$ cat src/rtl/dram_init_pkg.sv
package dram_init_pkg;

    typedef enum logic [2:0] {
        S_WAIT,
        S_LEAD,
        S_RAS,
        S_PRE,
        S_READY
    } seq_state_t;

    typedef enum logic [1:0] {
        K_ROR,
        K_CBR,
        K_TM_SET
    } cyc_kind_t;

    function automatic seq_state_t entry_state(input cyc_kind_t k);
        return (k == K_ROR) ? S_RAS : S_LEAD;
    endfunction

endpackage

$ cat src/rtl/dinit_wait_timer.sv
module dinit_wait_timer #(
    parameter int WAIT_CLKS = 50000
) (
    input  logic clk,
    input  logic rst_n,
    input  logic run,
    output logic done
);
    localparam int CW = $clog2(WAIT_CLKS + 1);

    logic [CW-1:0] cnt;

    assign done = (cnt == CW'(WAIT_CLKS - 1));

    always_ff @(posedge clk or negedge rst_n) begin
        if (!rst_n) begin
            cnt <= '0;
        end else if (run && !done) begin
            cnt <= cnt + CW'(1);
        end
    end
endmodule

$ cat src/rtl/dinit_row_ctr.sv
module dinit_row_ctr #(
    parameter int ROW_W = 12
) (
    input  logic             clk,
    input  logic             rst_n,
    input  logic             step,
    output logic [ROW_W-1:0] row
);
    always_ff @(posedge clk or negedge rst_n) begin
        if (!rst_n) begin
            row <= '0;
        end else if (step) begin
            row <= row + ROW_W'(1);
        end
    end
endmodule

$ cat src/rtl/dram_init_seq.sv
module dram_init_seq
    import dram_init_pkg::*;
#(
    parameter int CLK_KHZ     = 250000,
    parameter int WAIT_US     = 200,
    parameter int INIT_CYCLES = 8,
    parameter int ROW_W       = 12,
    parameter int TW          = 4
) (
    input  logic             clk,
    input  logic             rst_n,
    input  logic             init_mode_cbr,
    input  logic [TW-1:0]    t_lead,
    input  logic [TW-1:0]    t_ras,
    input  logic [TW-1:0]    t_cas,
    input  logic [TW-1:0]    t_pre,
    input  logic             init_req,
    input  logic             tm_req,
    input  logic             tm_enter,
    output logic             ras_n,
    output logic             cas_n,
    output logic             we_n,
    output logic [ROW_W-1:0] row_addr,
    output logic             ready,
    output logic             test_mode
);
    localparam int WAIT_CLKS = (CLK_KHZ * WAIT_US + 999) / 1000;
    localparam int IW        = $clog2(INIT_CYCLES + 1);

    function automatic logic [TW-1:0] at_least_one(input logic [TW-1:0] w);
        return (w == '0) ? TW'(1) : w;
    endfunction

    seq_state_t    state, nstate;
    cyc_kind_t     kind, nkind, refresh_kind;
    logic [TW-1:0] phase;
    logic [IW-1:0] left;
    logic          in_burst;
    logic          burst_go;
    logic          ph_last;
    logic          wait_done;
    logic          row_step;
    logic          tm_q;
    logic [TW-1:0] lead_e, ras_e, cas_e, pre_e;

    assign lead_e = at_least_one(t_lead);
    assign ras_e  = at_least_one(t_ras);
    assign cas_e  = at_least_one(t_cas);
    assign pre_e  = at_least_one(t_pre);

    dinit_wait_timer #(.WAIT_CLKS(WAIT_CLKS)) u_wait (
        .clk   (clk),
        .rst_n (rst_n),
        .run   (state == S_WAIT),
        .done  (wait_done)
    );

    assign row_step = (state == S_RAS) && ph_last && (kind == K_ROR);

    dinit_row_ctr #(.ROW_W(ROW_W)) u_row (
        .clk   (clk),
        .rst_n (rst_n),
        .step  (row_step),
        .row   (row_addr)
    );

    // End of the current timed phase
    always_comb begin
        unique case (state)
            S_LEAD:  ph_last = (phase == lead_e - TW'(1));
            S_RAS:   ph_last = (phase == ras_e - TW'(1));
            S_PRE:   ph_last = (phase == pre_e - TW'(1));
            default: ph_last = 1'b0;
        endcase
    end

    // Next-state and next-kind selection
    always_comb begin
        nstate       = state;
        nkind        = kind;
        burst_go     = 1'b0;
        refresh_kind = init_mode_cbr ? K_CBR : K_ROR;
        unique case (state)
            S_WAIT: begin
                if (wait_done) begin
                    burst_go = 1'b1;
                    nkind    = refresh_kind;
                    nstate   = entry_state(refresh_kind);
                end
            end
            S_LEAD: begin
                if (ph_last) nstate = S_RAS;
            end
            S_RAS: begin
                if (ph_last) nstate = S_PRE;
            end
            S_PRE: begin
                if (ph_last) begin
                    if (in_burst && (left > IW'(1))) begin
                        nkind  = refresh_kind;
                        nstate = entry_state(refresh_kind);
                    end else begin
                        nstate = S_READY;
                    end
                end
            end
            S_READY: begin
                if (init_req) begin
                    burst_go = 1'b1;
                    nkind    = refresh_kind;
                    nstate   = entry_state(refresh_kind);
                end else if (tm_req) begin
                    nkind  = tm_enter ? K_TM_SET : refresh_kind;
                    nstate = entry_state(nkind);
                end
            end
            default: nstate = S_WAIT;
        endcase
    end

    // State register and sequencing counters
    always_ff @(posedge clk or negedge rst_n) begin
        if (!rst_n) begin
            state    <= S_WAIT;
            kind     <= K_ROR;
            phase    <= '0;
            left     <= '0;
            in_burst <= 1'b0;
            tm_q     <= 1'b0;
        end else begin
            state <= nstate;
            kind  <= nkind;
            if (nstate != state) begin
                phase <= '0;
            end else if (state != S_WAIT && state != S_READY) begin
                phase <= phase + TW'(1);
            end
            if (burst_go) begin
                left     <= IW'(INIT_CYCLES);
                in_burst <= 1'b1;
            end else if (state == S_PRE && ph_last) begin
                left <= left - IW'(1);
                if (nstate == S_READY) in_burst <= 1'b0;
            end
            if (nstate == S_RAS && state != S_RAS) begin
                tm_q <= (nkind == K_TM_SET);
            end
        end
    end

    // Strobe decode from state
    always_comb begin
        ras_n     = !(state == S_RAS);
        cas_n     = !((state == S_LEAD) ||
                      (state == S_RAS && kind != K_ROR && phase < cas_e));
        we_n      = !(kind == K_TM_SET && (state == S_LEAD || state == S_RAS));
        ready     = (state == S_READY);
        test_mode = tm_q;
    end
endmodule

$ cat config.mk
export PLATFORM = sky130hd
export DESIGN_NAME = dram_init_seq
export DESIGN_NICKNAME = d
export VERILOG_FILES = /design/src/rtl/dram_init_pkg.sv /design/src/rtl/dinit_wait_timer.sv /design/src/rtl/dinit_row_ctr.sv /design/src/rtl/dram_init_seq.sv
export SDC_FILE = /design/constraint.sdc
export NUM_CORES = 1
export LEC_CHECK = 0
export BUFFER_PORTS_ARGS = -buffer_cell sky130_fd_sc_hd__buf_2
export CAP_MARGIN = 20
export CORE_ASPECT_RATIO = 1.2
export CORE_UTILIZATION = 35
export CTS_CLUSTER_DIAMETER = 50
export DETAILED_ROUTE_END_ITERATION = 7
export PLACE_DENSITY_LB_ADDON = 0.05
export SLEW_MARGIN = 20
export SYNTH_ARGS = -nofsm -noshare
export SYNTH_HDL_FRONTEND = slang
export SYNTH_SLANG_ARGS = --single-unit
$ cat constraint.sdc
create_clock -name clk -period 3.47 [get_ports clk]
set_input_delay 0.5205 -clock clk [delete_from_list [all_inputs] [get_ports clk]]
set_output_delay 0.5205 -clock clk [all_outputs]
set_load 0.05 [all_outputs]
==> summary.md <==
| Metric | Value |
|---|---|
| Status | `finished, final reports clean` |
| All-Layer GR Usage | `16.3%` |
| Initial antenna violation count | `0` |
| Cts repair resizes | `0` |
| Sequential cell area fraction in the yosys report | `40.7%` |
| Starting density of the core | `36.3%` |
| Ys async rst share | `100%` |
| Grt total ovfl | `0` |
| Detailed-route DRC error count | `0` |
| # hold bufs at CTS | `0` |
| Final min period | `3250 ps` |
| GPL Wtd Cong | `0.789` |
| Worst skew pair latency | `290 ps` |
| Die ar. | `7900 um^2` |
| Die Y | `97.2 um` |
| Via density | `5.11` |
| Reg clk slew, reported paths | `80 ps` |
| CTS Root Cell | `clkbuf_8` |
| Multi-input gate area | `1480 um^2` |
| Synth Instances | `272` |
| CTS Buf Count | `5` |
| Pwr dens | `671 nW/um^2` |
| Share of cells above drive strength 1 | `24.7%` |
| Syn_nets | `303` |
| Syn Std Cell Area | `2640 um^2` |
| Startpoint Class | `flop` |
| Final nets | `346` |
| Commonest cells post-synth | `43 x dfrtp_1, 32 x nand2_1, 22 x xnor2_1` |
| Cells after DPL | `398` |
| Routed WL per cell | `14.4 um` |
| Final setup fails | `0` |
| Worst-path fanout max | `11` |
| Post-Route WL | `5850 um` |
| Max Slew Vio Count | `0` |
| HP Class | `in2async` |
| Post-CTS Setup Bufs | `0` |
| Horiz. Die Dim | `81.3 um` |
| Critical-path top delay cell | `dfrtp_2` |
| P&R area growth vs syn | `15.1%` |
| Slew at the pin closest to its max-slew limit | `621 ps` |
| FF+latch area | `1080 um^2` |
| Detailed-router iteration count before antenna repair | `4` |
| Fmax | `0.308 GHz` |
| CP Data Required Time | `3650 ps` |
| Synth Area per Inst | `9.72 um^2` |
| Via count | `2,074` |
| Clk sinks | `43` |
| Relative slew slack | `58.2%` |
| Clk_skew | `4.96 ps` |
| Number of synthesized flops with an enable pin | `0` |
| Setup TNS Final | `0 ps` |
| Post-route ant nets | `0` |
| # fillers | `746` |
| Max Cap Viol | `0` |
| R2R Setup Slk | `220 ps` |
| Antenna fix cells | `0` |
| Critical Path, Cell by Cell | `nand3b_1, nor3_1, or3_4, ha_1, xnor2_1, nor4b_1, mux2_2, nand3_1, o2bb2ai_2, and3_1, mux2_2` |
| Most frequent cell after synthesis | `dfrtp_1` |
| Clk buf depth | `2` |
| Vias in the first global route | `2,035` |
| P_leak | `1.46 nW` |
| CP Capture Type | `flop` |
| CTS H-tree lvls | `2` |
| First-pass GRT wire length | `9900 um` |
| Ports | `39` |
| Critical Path Max Stage Delay | `500 ps` |
| Core area | `7270 um^2` |
| Area share of the largest cell type after synthesis | `40.7%` |
| CP Class | `reg2reg` |
| Row Count | `34` |
| Main flop type after synthesis | `dfrtp_1` |
| Fin cells | `406` |
| Max VDD drop | `0.000356 V` |
| CP most frequent cell | `mux2_2` |
| Count of input and output buffers | `38` |
| Yosys warns | `0` |
| Final hold violations | `0` |
| Dominant cells by area after synthesis | `dfrtp_1 41%, xnor2_1 7.3%, xor2_1 4.6%` |
| Fin crit share | `93.7%` |
| Worst Path Arrival | `3430 ps` |
| Post-synth cell types | `55` |
| First DRT Iteration DRCs | `79` |
| CTS tree | `built` |
| Register bit total from synthesis | `43` |
| Largest net degree at the start of global routing | `44` |
| Yosys top cell by area | `dfrtp_1` |
| Final HPWL DP | `4470 um` |
-- state kept, by name (all words and copies together) (netlist names) --
name	cells
phase	4
left	4
u_row.row	12
state	3
test_mode	1
u_wait.cnt	16
in_burst	1
kind	2
-- cell usage in the layout, fill, tap and decap left out, drive strengths merged, types with 8 or more instances in the layout --
master	count
buf	45
nand4	9
nor2	19
nand2	33
nand2b	8
nand3	12
ha	9
dfrtp	43
a21oi	8
inv	11
xor2	14
nor3	14
xnor2	23
-- final timing paths --
path / from / end / depth (start not counted)
max reg2reg: state[0]$_DFF_PN0_ / u_row.row[1]$_DFFE_PN0P_ / 11
min reg2reg: u_wait.cnt[15]$_DFFE_PN0P_ / u_wait.cnt[15]$_DFFE_PN0P_ / 1
min: rst_n / u_wait.cnt[2]$_DFFE_PN0P_ / 1
max: state[0]$_DFF_PN0_ / u_row.row[1]$_DFFE_PN0P_ / 11
max in group asynchronous: rst_n / state[2]$_DFF_PN0_ / 1
min in group clk: u_wait.cnt[15]$_DFFE_PN0P_ / u_wait.cnt[15]$_DFFE_PN0P_ / 1
-- logic make-up after synthesis --
kind of cell / share of synthesized area (%)
AOI/OAI and AO/OA: 8.76
xor gates and xnor gates: 12.5
adders and majority gates: 4.26
buffers and inverters: 3.65
DFF: 40.7
muxes: 4.21
and+or+nand+nor: 25.9
-- report_power, final --
part / switching, mW / internal (mW)
combinational: 0.562 / 0.415
sequential: 0.142 / 0.612
clock: 0.167 / 0.141
-- per-layer routing --
metal | vias up | global-route usage, % | part of all wire (%)
met5 | - | 0 | 0
met2 | 45 | 26.2 | 49
met1 | 979 | 21.0 | 44
met3 | 12 | 2.63 | 3.6
met4 | 0 | 7.55 | 3.2
li1 | 1038 | - | -
-- metrics by stage --
stage               worst slack [ps]  cell area [um^2]  hold WS [ps]  utilization [%]  total power [mW]
global placement                 143              2940           456             40.5              1.73
floorplan                        336              2640           225                -              1.50
global route                   -3.19              3040           247             41.8              2.21
CTS                              134              3020           410             41.6              2.06
finish                           220              3040           204             41.8              2.04
detailed placement              66.1              2940           458             40.5              1.74
-- area by class of cell --
type	instances	share of cell area [%]
multi-input combinational	209	48.7
sequential	43	35.5
timing repair buffer	45	8.06
tap	90	3.70
clock buffer	7	2.51
inverter	11	1.36
clock inverter	1	0.165
-- worst max-delay path, delay by kind of cell, from the launching register on --
family / cells / cell delay [ps]
muxes: 2 / 590
adders and majority gates: 1 / 320
DFF: 1 / 500
AOI/OAI and AO/OA: 1 / 240
and+or+nand+nor: 6 / 1330
xor gates and xnor gates: 1 / 150
Note: power is estimated with default switching activity, not from simulation.
